<file path="config.mk">
export PLATFORM = sky130hd
export DESIGN_NAME = crt_timing_gen
export DESIGN_NICKNAME = d
export VERILOG_FILES = /design/src/rtl/crt_timing_pkg.sv /design/src/rtl/crt_mod_counter.sv /design/src/rtl/crt_raster_decode.sv /design/src/rtl/crt_blink_div.sv /design/src/rtl/crt_delay_pipe.sv /design/src/rtl/crt_timing_gen.sv
export SDC_FILE = /design/constraint.sdc
export NUM_CORES = 1
export LEC_CHECK = 0
export BUFFER_PORTS_ARGS = -buffer_cell sky130_fd_sc_hd__clkbuf_2
export CAP_MARGIN = 40
export CORE_ASPECT_RATIO = 1.1
export CORE_MARGIN = 3
export CORE_UTILIZATION = 35
export DETAILED_ROUTE_END_ITERATION = 16
export GPL_ROUTABILITY_DRIVEN = 0
export SYNTH_ARGS = -nofsm -noshare
export SYNTH_HDL_FRONTEND = slang
export SYNTH_SLANG_ARGS = --single-unit
</file>
<file path="constraint.sdc">
create_clock -name clk -period 4 [get_ports clk]
set_input_delay 0.2 -clock clk [delete_from_list [all_inputs] [get_ports clk]]
set_output_delay 0.2 -clock clk [all_outputs]
set_load 0.03 [all_outputs]
</file>
<file path="src/rtl/crt_timing_pkg.sv">
package crt_timing_pkg;

   // Two-character alignment between the counters and the delayed video path
   localparam int ALIGN_DELAY = 2;

   // First zero-based scan line blanked in the 50 Hz variant, and how many
   localparam int EXTRA_FIRST_SCAN = 9;
   localparam int EXTRA_SCAN_COUNT = 3;

   // Raw (combinational) decodes of the raster position
   typedef struct packed {
      logic hsync;
      logic vsync;
      logic csync;
      logic blank;
      logic cursor;
      logic eop_line;
      logic load_slot;
      logic frame_mark;
   } crt_raw_t;

endpackage

</file>
<file path="src/rtl/crt_mod_counter.sv">
module crt_mod_counter #(
   parameter int MODULUS = 2,
   localparam int W = (MODULUS > 1) ? $clog2(MODULUS) : 1
) (
   input  logic         clk,
   input  logic         rst,
   input  logic         step,
   output logic [W-1:0] count,
   output logic         wrap
);

   localparam logic [W-1:0] LAST = W'(MODULUS - 1);

   assign wrap = step && (count == LAST);

   always_ff @(posedge clk) begin
      if (rst)
         count <= '0;
      else if (step)
         count <= (count == LAST) ? '0 : count + 1'b1;
   end

endmodule

</file>
<file path="src/rtl/crt_raster_decode.sv">
module crt_raster_decode
   import crt_timing_pkg::*;
#(
   parameter int H_W              = 7,
   parameter int S_W              = 4,
   parameter int R_W              = 5,
   parameter int HBLANK_START     = 80,
   parameter int HSYNC_START      = 84,
   parameter int HSYNC_END        = 92,
   parameter int VSERR_WIDTH      = 16,
   parameter int ROWS_SHOWN       = 24,
   parameter int VSYNC_FIRST_SCAN = 2,
   parameter int VSYNC_SCANS      = 4,
   parameter int CURSOR_SCAN      = 8,
   parameter int LOAD_GROUP       = 8,
   parameter bit FIFTY_HZ         = 1'b0
) (
   input  logic [H_W-1:0] col,
   input  logic [S_W-1:0] scan,
   input  logic [R_W-1:0] row,
   output crt_raw_t       raw
);

   localparam int LOAD_MASK = LOAD_GROUP - 1;

   logic extra_blank;

   // Variant selection: extra character-row blanking for the 50 Hz frame
   generate
      if (FIFTY_HZ) begin : g_fifty
         always_comb begin
            int s;
            s = int'(scan);
            extra_blank = (s >= EXTRA_FIRST_SCAN) &&
                          (s < EXTRA_FIRST_SCAN + EXTRA_SCAN_COUNT);
         end
      end else begin : g_sixty
         assign extra_blank = 1'b0;
      end
   endgenerate

   always_comb begin
      int c;
      int s;
      int r;
      logic in_vsync;
      logic in_hsync;
      c = int'(col);
      s = int'(scan);
      r = int'(row);
      in_hsync = (c >= HSYNC_START) && (c < HSYNC_END);
      in_vsync = (r == ROWS_SHOWN) && (s >= VSYNC_FIRST_SCAN) &&
                 (s < VSYNC_FIRST_SCAN + VSYNC_SCANS);
      raw.hsync      = in_hsync;
      raw.vsync      = in_vsync;
      raw.csync      = in_vsync ? ((c >= HSYNC_START) && (c < HSYNC_START + VSERR_WIDTH))
                                : in_hsync;
      raw.blank      = (c >= HBLANK_START) || (r >= ROWS_SHOWN) || extra_blank;
      raw.cursor     = (r < ROWS_SHOWN) && (s == CURSOR_SCAN);
      raw.eop_line   = (r == ROWS_SHOWN) && (s == 0);
      raw.load_slot  = ((c & LOAD_MASK) == LOAD_MASK);
      raw.frame_mark = (r == ROWS_SHOWN) && (s == 0) && (c == 0);
   end

endmodule

</file>
<file path="src/rtl/crt_blink_div.sv">
module crt_blink_div #(
   parameter int BLINK_DIV = 12,
   localparam int HALF = BLINK_DIV / 2,
   localparam int W = (HALF > 1) ? $clog2(HALF) : 1
) (
   input  logic clk,
   input  logic rst,
   input  logic tick,
   output logic blink
);

   localparam logic [W-1:0] LAST = W'(HALF - 1);

   logic [W-1:0] cnt;

   always_ff @(posedge clk) begin
      if (rst) begin
         cnt   <= '0;
         blink <= 1'b0;
      end else if (tick) begin
         if (cnt == LAST) begin
            cnt   <= '0;
            blink <= ~blink;
         end else begin
            cnt <= cnt + 1'b1;
         end
      end
   end

endmodule

</file>
<file path="src/rtl/crt_delay_pipe.sv">
module crt_delay_pipe #(
   parameter int WIDTH = 2,
   parameter int DEPTH = 2,
   parameter logic [WIDTH-1:0] RST_VAL = '0
) (
   input  logic             clk,
   input  logic             rst,
   input  logic [WIDTH-1:0] din,
   output logic [WIDTH-1:0] dout
);

   generate
      if (DEPTH == 0) begin : g_wire
         assign dout = din;
      end else begin : g_regs
         logic [DEPTH-1:0][WIDTH-1:0] stage;
         always_ff @(posedge clk) begin
            if (rst) begin
               for (int i = 0; i < DEPTH; i++) stage[i] <= RST_VAL;
            end else begin
               stage[0] <= din;
               for (int i = 1; i < DEPTH; i++) stage[i] <= stage[i-1];
            end
         end
         assign dout = stage[DEPTH-1];
      end
   endgenerate

endmodule

</file>
<file path="src/rtl/crt_timing_gen.sv">
module crt_timing_gen
   import crt_timing_pkg::*;
#(
   parameter int CHARS_PER_LINE   = 104,
   parameter int HBLANK_START     = 80,
   parameter int HSYNC_START      = 84,
   parameter int HSYNC_END        = 92,
   parameter int VSERR_WIDTH      = 16,
   parameter int SCANS_PER_ROW    = 12,
   parameter int ROWS_PER_FRAME   = 26,
   parameter int ROWS_SHOWN       = 24,
   parameter int VSYNC_FIRST_SCAN = 2,
   parameter int VSYNC_SCANS      = 4,
   parameter int CURSOR_SCAN      = 8,
   parameter int BLINK_DIV        = 12,
   parameter int LOAD_GROUP       = 8,
   parameter bit FIFTY_HZ         = 1'b0
) (
   input  logic clk,
   input  logic rst,
   output logic hsync,
   output logic vsync,
   output logic csync,
   output logic cblank,
   output logic blank_n,
   output logic blink,
   output logic cursor_line,
   output logic eop,
   output logic load_n
);

   localparam int H_W = (CHARS_PER_LINE > 1) ? $clog2(CHARS_PER_LINE) : 1;
   localparam int S_W = (SCANS_PER_ROW > 1)  ? $clog2(SCANS_PER_ROW)  : 1;
   localparam int R_W = (ROWS_PER_FRAME > 1) ? $clog2(ROWS_PER_FRAME) : 1;

   // Elaboration-time parameter checks
   generate
      if (HSYNC_START < HBLANK_START || HSYNC_END <= HSYNC_START ||
          HSYNC_END > CHARS_PER_LINE || HBLANK_START < 1) begin : g_bad_horiz
         $error("crt_timing_gen: horizontal sync must sit inside horizontal blanking");
      end
      if (HSYNC_START + VSERR_WIDTH > CHARS_PER_LINE || VSERR_WIDTH < 1) begin : g_bad_serr
         $error("crt_timing_gen: wide vertical pulse must fit in one line");
      end
      if (ROWS_SHOWN < 1 || ROWS_SHOWN >= ROWS_PER_FRAME) begin : g_bad_rows
         $error("crt_timing_gen: at least one blanked row is required");
      end
      if (VSYNC_FIRST_SCAN < 1 || VSYNC_SCANS < 1 ||
          VSYNC_FIRST_SCAN + VSYNC_SCANS > SCANS_PER_ROW) begin : g_bad_vsync
         $error("crt_timing_gen: vertical sync must fit inside the first blanked row");
      end
      if (CURSOR_SCAN >= SCANS_PER_ROW) begin : g_bad_cursor
         $error("crt_timing_gen: cursor scan line out of range");
      end
      if (FIFTY_HZ && SCANS_PER_ROW < EXTRA_FIRST_SCAN + EXTRA_SCAN_COUNT) begin : g_bad_fifty
         $error("crt_timing_gen: 50 Hz variant needs at least 12 scan lines per row");
      end
      if (BLINK_DIV < 2 || (BLINK_DIV % 2) != 0) begin : g_bad_blink
         $error("crt_timing_gen: blink divisor must be even and at least 2");
      end
      if (LOAD_GROUP < 2 || (LOAD_GROUP & (LOAD_GROUP - 1)) != 0 ||
          (CHARS_PER_LINE % LOAD_GROUP) != 0) begin : g_bad_load
         $error("crt_timing_gen: load group must be a power of two dividing the line");
      end
   endgenerate

   // Cascaded raster counters
   logic [H_W-1:0] col;
   logic [S_W-1:0] scan;
   logic [R_W-1:0] row;
   logic           line_end;
   logic           row_end;
   logic           frame_end;

   crt_mod_counter #(.MODULUS(CHARS_PER_LINE)) u_col (
      .clk(clk), .rst(rst), .step(1'b1), .count(col), .wrap(line_end)
   );

   crt_mod_counter #(.MODULUS(SCANS_PER_ROW)) u_scan (
      .clk(clk), .rst(rst), .step(line_end), .count(scan), .wrap(row_end)
   );

   crt_mod_counter #(.MODULUS(ROWS_PER_FRAME)) u_row (
      .clk(clk), .rst(rst), .step(row_end), .count(row), .wrap(frame_end)
   );

   // Position decode
   crt_raw_t raw;

   crt_raster_decode #(
      .H_W(H_W), .S_W(S_W), .R_W(R_W),
      .HBLANK_START(HBLANK_START), .HSYNC_START(HSYNC_START), .HSYNC_END(HSYNC_END),
      .VSERR_WIDTH(VSERR_WIDTH), .ROWS_SHOWN(ROWS_SHOWN),
      .VSYNC_FIRST_SCAN(VSYNC_FIRST_SCAN), .VSYNC_SCANS(VSYNC_SCANS),
      .CURSOR_SCAN(CURSOR_SCAN), .LOAD_GROUP(LOAD_GROUP), .FIFTY_HZ(FIFTY_HZ)
   ) u_decode (
      .col(col), .scan(scan), .row(row), .raw(raw)
   );

   // Output register stage (glitch-free outputs)
   logic csync_q;
   logic blank_q;

   always_ff @(posedge clk) begin
      if (rst) begin
         hsync       <= 1'b0;
         vsync       <= 1'b0;
         csync_q     <= 1'b0;
         blank_q     <= 1'b1;
         cursor_line <= 1'b0;
         eop         <= 1'b0;
         load_n      <= 1'b1;
      end else begin
         hsync       <= raw.hsync;
         vsync       <= raw.vsync;
         csync_q     <= raw.csync;
         blank_q     <= raw.blank;
         cursor_line <= raw.cursor;
         eop         <= raw.eop_line;
         load_n      <= ~raw.load_slot;
      end
   end

   assign blank_n = ~blank_q;

   // Blink clock divided from the start of vertical blanking
   crt_blink_div #(.BLINK_DIV(BLINK_DIV)) u_blink (
      .clk(clk), .rst(rst), .tick(raw.frame_mark), .blink(blink)
   );

   // Two-character alignment of composite sync and blanking
   logic [1:0] aligned;

   crt_delay_pipe #(.WIDTH(2), .DEPTH(ALIGN_DELAY), .RST_VAL(2'b01)) u_align (
      .clk(clk), .rst(rst), .din({csync_q, blank_q}), .dout(aligned)
   );

   assign csync  = aligned[1];
   assign cblank = aligned[0];

endmodule

</file>
After elaboration in Yosys (flattened, before gate mapping)
Cells that the tools add are included.
{"block": "word_totals", "ff_bits": 31, "wordCells": 53, "out_inout_bits": 9, "input_bits": 2}
{"block": "classes", "order_cmp": 8, "bitwise": 3, "addsub": 4, "n_eq_ne": 7, "reduce_logical": 13, "mux": 4}
{"operator": "7-bit greater-or-equal comparator (second input constant)", "n": 2}
{"operator": "7-bit < comparator (second input constant)", "n": 2}
{"operator": "4-bit equality test (second input constant)", "n": 2}
{"operator": "1-bit logical AND", "n": 8}
{"operator": "7-bit by 1-bit adder with 7-bit output (second input constant)", "n": 1}
{"operator": "7-bit equality test (second input constant)", "n": 1}
{"operator": "7-bit zero test", "n": 1}
{"operator": "5-bit by 1-bit adder with 5-bit output (second input constant)", "n": 1}
{"operator": "5-bit by 4-bit equality test with 1-bit output (second input constant)", "n": 1}
{"operator": "5-bit equality test (second input constant)", "n": 1}
{"operator": "5-bit greater-or-equal comparator (second input constant)", "n": 1}
{"operator": "5-bit < comparator (second input constant)", "n": 1}
{"operator": "5-bit 2-to-1 mux", "n": 1}
{"operator": "4-bit by 1-bit adder with 4-bit output (second input constant)", "n": 1}
{"operator": "4-bit by 2-bit greater-or-equal comparator with 1-bit output (second input constant)", "n": 1}
{"operator": "4-bit zero test", "n": 1}
{"operator": "4-bit by 3-bit < comparator with 1-bit output (second input constant)", "n": 1}
{"operator": "4-bit 2-to-1 mux", "n": 1}
{"operator": "3-bit by 1-bit adder with 3-bit output (second input constant)", "n": 1}
{"operator": "3-bit by 1-bit equality test with 1-bit output (second input constant)", "n": 1}
{"operator": "3-bit equality test (second input constant)", "n": 1}
{"operator": "3-bit 2-to-1 mux", "n": 1}
{"operator": "1-bit NOT", "n": 3}
{"operator": "2-bit AND reduction", "n": 1}
{"operator": "other kinds (3)", "n": 3}

Longest topological paths before layout
Gate-level depths: netlist of run 1.
{"block": "logic_depth", "depth_word": 4, "mapped_depth": 6, "mapped_depth_nobuf": 6}

Modules after synthesis
From an unflattened synthesis of run 1, not the netlist that was laid out.
{"block": "hier_totals", "cells_unflattened": 149, "hier_area_um2": 1400.1}
{"mod": "crt_mod_counter (u_col)", "area_per_inst_um2": 349.1, "instances": 1, "seq_area_each_um2": 140.1, "cells_each": 39}
{"mod": "crt_mod_counter (u_row)", "area_per_inst_um2": 237.7, "instances": 1, "seq_area_each_um2": 100.1, "cells_each": 26}
{"mod": "crt_timing_gen", "area_per_inst_um2": 191.4, "instances": 1, "seq_area_each_um2": 140.1, "cells_each": 16}
{"mod": "crt_mod_counter (u_scan)", "area_per_inst_um2": 186.4, "instances": 1, "seq_area_each_um2": 80.1, "cells_each": 19}
{"mod": "crt_blink_div", "area_per_inst_um2": 176.4, "instances": 1, "seq_area_each_um2": 80.1, "cells_each": 16}
{"mod": "crt_raster_decode", "area_per_inst_um2": 138.9, "instances": 1, "seq_area_each_um2": 0.0, "cells_each": 23}
{"mod": "crt_delay_pipe", "area_per_inst_um2": 120.1, "instances": 1, "seq_area_each_um2": 80.1, "cells_each": 10}

Worst setup path before layout of run 1
OpenSTA, ideal clock, no wires.
{"block": "synth_path", "path_type": "register to register", "start": "register u_scan.count[0]", "end": "register u_blink.cnt[2]", "required_ns": 3.930, "arrival_time_ns": 1.444, "path_buffers": 0, "path_slack_ns": 2.485, "setup_time_ns": 0.070, "path_stages_with_launch": 7, "path_cell_list": "dfxtp_1 -> inv_1 -> ha_1 -> and4bb_2 -> nand4_1 -> or3b_1 -> a21oi_1"}
{"block": "synth_via", "elab_chain_len": 3}
{"element": "from (decl)", "line_no": "crt_mod_counter.sv:8", "text": "output logic [W-1:0] count,"}
{"element": "from (signal assigned)", "line_no": "crt_mod_counter.sv:20", "text": "count <= (count == LAST) ? '0 : count + 1'b1;"}
{"element": "4-bit zero test", "line_no": "crt_raster_decode.sv:62", "text": "raw.frame_mark = (r == ROWS_SHOWN) && (s == 0) && (c == 0);"}
{"element": "1-bit logical AND (2 in a row)", "line_no": "crt_raster_decode.sv:62"}
{"element": "to (signal assigned)", "line_no": "crt_blink_div.sv:25", "text": "cnt <= cnt + 1'b1;"}
{"element": "to (decl)", "line_no": "crt_blink_div.sv:14", "text": "logic [W-1:0] cnt;"}
Every way passes these cells.
A chain may end at the register's enable or synchronous reset.

Worst setup path after layout of run 1
Ends and elaborated chain as after synthesis.

==> impl_metrics.tcl, run 1 <==
set metrics [dict create \
    status "completed" \
    maxCapViolCount 0 \
    skew_ps 8.832 \
    crit_family "simple AND/OR/NAND/NOR gates" \
    nets 178 \
    total_power_w 0.0005764 \
    drive_gt1_share_pct 14.37 \
    yosysUniqueCellTypes 36 \
    syn_area_per_cell_um2 9.251 \
    ys_top_cells_by_count "31 x dfxtp_1, 12 x nand2_1, 11 x a21oi_1, 11 x nand3_1" \
    hold_class "input port to register" \
    yosys.area.top_type "dfxtp_1" \
    vias_per_cell 5.046 \
    min_period_ps 1690 \
    setup_ws_ps 2310 \
    p_leak_nw 0.6641 \
    clock_path_buffers 2 \
    setup_violations 0 \
    yosys_warnings 0 \
    coreArea_um2 3799 \
    drt-total-wl_um 2542 \
    n_fill_cell 386 \
    min_from "rst" \
    post_cts_buffers 0 \
    multi_input_area_um2 757.0 \
    io_pins 11 \
    cts.reportedPaths.clkPinSlew_ps 60 \
    r2r_cells 6 \
    cp-end-kind "register" \
    synthToLayoutAreaGrowth_pct 12.39 \
    vdd_ir_drop_max_uv 95.43 \
    rsz0062_at_grt "false" \
    slew_violations 0 \
    ctsHoldBuffers 0 \
    fp.dieH_um 73.13 \
    hold_end "u_row.count[0]$_SDFFE_PP0P_" \
    grt_usage_pct 12.13 \
    pre_cts_ws_ps 2320 \
    synth_edf_count 0 \
    critPathKind "register to register" \
    antenna_found_initial 0 \
    syn_area_um2 1434 \
    dp_hpwl_um 1864 \
    reg2reg_to "u_blink.cnt[2]$_SDFFE_PP0P_" \
    cts_tree "yes" \
    synth_nets 166 \
    cts_resized 0 \
    slowest_delay_ps 420 \
    diodes 0 \
    ys_top_cells_by_area "dfxtp_1 43%, ha_1 7.9%, a21oi_1 3.8%" \
    ys.flop_type "dfxtp_1" \
    fin_crit_sh_pct 42.24 \
    chipWidth_um 67.03 \
    syn_inst 155 \
    whs_ps 384.4 \
    ant_nets 0 \
    io_buffer_count 10 \
    drt_iter0_markers 70 \
    hold_viol_final 0 \
    worstMarginPinSlew_ps 426.5 \
    start_util_pct 37.75 \
    yosysMostFrequentCell "dfxtp_1" \
    die-area_um2 4902 \
    cts_made_buffers 5 \
    overflow 0 \
    critical_path_required_ps 4200 \
    synthDominantCellAreaShare_pct 43.28 \
    rows 23 \
    h-tree-depth 2 \
    timing.critical_path.arrival_ps 1890 \
    slowest_stage "or3b_1" \
    max_slew_margin_pct 71.57 \
    vias 1095 \
    ys_seq_elements 31 \
    grt_pass1_vias 1012 \
    path_buf_inv 1 \
    path_cells "inv_1 -> ha_1 -> and4bb_2 -> nand4_1 -> or3b_1 -> a21oi_1" \
    min_delay_path_depth 2 \
    cts.sink_count 31 \
    async_flop_share_pct 0 \
    drc 0 \
    ff_latch_area_um2 620.6 \
    grt_pass1_wl_um 4471 \
    ff2ff_setup_slack_ps 2310 \
    tns_ps 0 \
    grt_max_degree 21 \
    clockRootBuffer "clkbuf_8" \
    fmax_mhz 591.8 \
    power_density_nw_per_um2 357.7 \
    seq_area_frac_synth_pct 43.28 \
    startpoint "u_scan.count[0]$_SDFFE_PP0N_" \
    r2r_start "u_scan.count[0]$_SDFFE_PP0N_" \
    cp-start-kind "register" \
    avgRoutedWirePerCell_um 11.71 \
    crit_fanout 6 \
    clk_latency_ps 280 \
    first_pass_iters 4 \
]
==> worst reg2reg max path, cell delays in order (launching register included) <==
cell	delay (ps)
dfxtp_1	320
inv_1	110
ha_1	170
and4bb_2	260
nand4_1	200
or3b_1	420
a21oi_1	140
==> sequential cells by signal, indices dropped and copies added (netlist names) <==
signal and flops:
u_row.count 5, csync_q 1, u_align.dout 2, blank_q 1
u_col.count 7, u_blink.cnt 3, load_n 1, u_scan.count 4
cursor_line 1, vsync 1, u_blink.blink 1, eop 1
u_align.g_regs.stage 2, hsync 1
==> kinds of logic (layout without fill, tap and decap cells) <==
| family | after synthesis | count (layout) | synth area share [%] |
|---|---|---|---|
| xor gates and xnor gates | 6 | 6 | 3.665 |
| muxes | 1 | 1 | 0.6981 |
| AOI/OAI and AO/OA | 21 | 21 | 7.854 |
| DFF | 31 | 31 | 43.28 |
| and+or+nand+nor | 73 | 73 | 32.72 |
| adders and majority gates | 9 | 9 | 7.854 |
| buffers and inverters | 14 | 26 | 3.926 |
==> layout make-up <==
class / count / area share (%)
Clock buffer: 6 / 5.124
Clock inverter: 1 / 0.3106
Inverter: 9 / 2.096
Multi-Input combinational cell: 110 / 46.97
Sequential cell: 31 / 38.51
Tap cell: 50 / 3.882
Timing Repair Buffer: 10 / 3.106
==> placed cells by master (no fill, tap or decap), types with 2 or more instances in the layout <==
master    count
xnor2_1       2
nand4b_1      2
and4_1        2
inv_1         9
nand3_1      11
and3_1        5
nand2_1      12
o21ai_0       8
nor3_1        2
nor3b_1       2
and2_1        3
clkbuf_8      6
nor2_1        6
ha_1          9
clkbuf_2     10
a21oi_1      11
nand4_1       2
xor2_1        4
nor2b_1       8
and4bb_2      2
or3_1         6
dfxtp_1      31
==> through the flow <==
stage,utilization [%],cell area [um2],cells
global placement,40.12,1524,210
finish,42.42,1612,217
detailed placement,40.12,1524,210
CTS,42.42,1612,217
floorplan,-,1434,155
global route,42.42,1612,217
==> per-layer routing <==
layer  vias up  wire length [um]  track usage [%]
met2        29              1223            19.10
met1       497              1117            14.34
li1        563                 -                -
met5         -                 0                0
met4         0                56            6.081
met3         6               144            4.468
==> where the power goes <==
part           total [W]  internal [W]  switching [W]
Sequential      0.000317      0.000313     0.00000367
Clock           0.000242      0.000135       0.000107
Combinational  0.0000183    0.00000653      0.0000118
Total           0.000576      0.000454       0.000122
==> how the worst max path moves through the flow <==
| stage | slack, ps | to | cells past startpoint |
|---|---|---|---|
| floorplan | 2490 | u_blink.cnt[2]$_SDFFE_PP0P_ | 6 |
| global placement | 2420 | u_blink.cnt[2]$_SDFFE_PP0P_ | 6 |
| detailed placement | 2320 | u_blink.cnt[2]$_SDFFE_PP0P_ | 6 |
| CTS | 2300 | u_blink.cnt[2]$_SDFFE_PP0P_ | 6 |
| global route | 2180 | u_blink.cnt[2]$_SDFFE_PP0P_ | 6 |
| finish | 2310 | u_blink.cnt[2]$_SDFFE_PP0P_ | 6 |
No activity file was read; power rests on OpenSTA's default activity.
==> run 2, diff against run 1 <==
clock period = 1.7 ns   (was 4 ns; I/O delays follow)
==> impl_metrics.tcl, run 2 (synthesis gave the netlist of run 1 again) <==
set metrics [dict create \
    crit_fanout 7 \
    tns_ps 0 \
    critPathKind "register to register" \
    power_density_nw_per_um2 878.0 \
    path_depth 6 \
    dp_hpwl_um 1976 \
    vias 1129 \
    fin_crit_sh_pct 94.12 \
    overflow 0 \
    start_util_pct 37.75 \
    drt-total-wl_um 2753 \
    final_cell_mix "26 x dfxtp_1, 12 x nand2_1, 11 x nand3_1, 11 x a21oi_1, 10 x clkbuf_2" \
    fp.dieH_um 73.13 \
    h-tree-depth 2 \
    die-area_um2 4902 \
    cts_made_buffers 5 \
    io_buffer_count 10 \
    placed_cells_incl_taps 213 \
    vdd_ir_drop_max_uv 344.1 \
    diodes 0 \
    cts.reportedPaths.clkPinSlew_ps 60 \
    reg2reg_to "u_blink.cnt[2]$_SDFFE_PP0P_" \
    status "completed" \
    drive_gt1_share_pct 24.00 \
    grt_usage_pct 11.71 \
    worstMarginPinSlew_ps 401.5 \
    grt_pass1_wl_um 4395 \
    ff2ff_setup_slack_ps 100 \
    stdcell_count 225 \
    rows 23 \
    vias_per_cell 5.018 \
    path_buf_inv 1 \
    ant_nets 0 \
    path_cells "inv_1 -> ha_4 -> and4bb_2 -> nand4_1 -> or3b_1 -> a21oi_1" \
    synthToLayoutAreaGrowth_pct 20.94 \
    layout_commonest_cell "dfxtp_1" \
    largest_register_ffs 7 \
    drt_iter0_markers 54 \
    startpoint "u_scan.count[1]$_SDFFE_PP0N_" \
    cts_tree "yes" \
    whs_ps 252.4 \
    maxCapViolCount 0 \
    skew_ps 3.648 \
    cp-start-kind "register" \
    timing.critical_path.arrival_ps 1800 \
    r2r_start "u_scan.count[1]$_SDFFE_PP0N_" \
    clockRootBuffer "clkbuf_8" \
    pre_cts_ws_ps -20.73 \
    crit_family "simple AND/OR/NAND/NOR gates" \
    fmax_mhz 625.0 \
    clock_path_buffers 2 \
    io_pins 11 \
    grt_pass1_vias 1042 \
    p_leak_nw 0.7147 \
    coreArea_um2 3799 \
    setup_violations 0 \
    slowest_stage "or3b_1" \
    crit_end "u_blink.cnt[2]$_SDFFE_PP0P_" \
    clk_latency_ps 280 \
    setup_ws_ps 99.99 \
    r2r_cells 6 \
    nets 185 \
    regMostFlops "u_col.count" \
    min_period_ps 1600 \
    cts.sink_count 31 \
    antenna_found_initial 0 \
    avgRoutedWirePerCell_um 12.24 \
    max_slew_margin_pct 73.19 \
    chipWidth_um 67.03 \
    slowest_delay_ps 400 \
    total_power_w 0.001523 \
    reg.largest.list "u_col.count x7, u_row.count x5, u_scan.count x4" \
    cp-end-kind "register" \
    hold_viol_final 0 \
    drc 0 \
    hold_class "input port to register" \
    slew_violations 0 \
    first_pass_iters 4 \
    grt_max_degree 21 \
    ctsHoldBuffers 0 \
    critical_path_required_ps 1900 \
]
## run 2: changes by cell type in the layout (fill, tap and decap cells not counted), sizes merged
cell / before / now
buf: 0 / 7
bufinv: 0 / 1
## run 2: metrics by stage
step                instance area, um2  utilization, %
finish                            1734           45.65
detailed placement                1546           40.71
floorplan                         1434               -
global route                      1734           45.65
global placement                  1546           40.71
CTS                               1672           44.01
## run 2: final cells by class
| class | count | area (um2) |
|---|---|---|
| Fill cell | 390 | 2064 |
| Clock buffer | 6 | 82.58 |
| Timing Repair Buffer | 17 | 102.6 |
| Multi-Input combinational cell | 110 | 788.3 |
| Clock inverter | 2 | 35.03 |
| Tap cell | 50 | 62.56 |
| Sequential cell | 31 | 629.4 |
| Inverter | 9 | 33.78 |
## run 2: report_power, final
| group | switching (W) | internal (W) | total (W) |
|---|---|---|---|
| registers | 0.00000923 | 0.000735 | 0.000744 |
| clock network | 0.000261 | 0.000474 | 0.000735 |
| logic | 0.0000281 | 0.0000158 | 0.0000438 |
| total | 0.000299 | 0.00122 | 0.00152 |
## run 2: per-layer routing
layer / GRT usage (%) / vias to the layer above / wire, um
met5: 0 / - / 0
met1: 13.47 / 530 / 1228
met2: 19.87 / 18 / 1381
met4: 5.405 / 0 / 61
li1: - / 576 / -
met3: 3.236 / 5 / 80
## run 2: worst min-delay path by stage
stage / depth (start not counted) / slack, ps / from / end
after global placement: 1 / 400 / u_align.g_regs.stage[0]$_SDFF_PP1_ / u_align.dout[0]$_SDFF_PP1_
after floorplan: 2 / 180 / rst / blank_q$_SDFF_PP1_
after detailed placement: 1 / 400 / u_align.g_regs.stage[0]$_SDFF_PP1_ / u_align.dout[0]$_SDFF_PP1_
after global routing: 2 / 290 / rst / u_scan.count[2]$_SDFFE_PP0N_
final: 2 / 250 / rst / u_row.count[1]$_SDFFE_PP0P_
after CTS: 2 / 260 / rst / u_scan.count[2]$_SDFFE_PP0N_
## run 2: timing repair
item,in CTS,in global routing
setup buffers,1,3
cloned,0,0
endpoints found under the setup margin,2,5
hold endpoints to repair,0,0
pin swaps,0,5
resized for setup,1,14
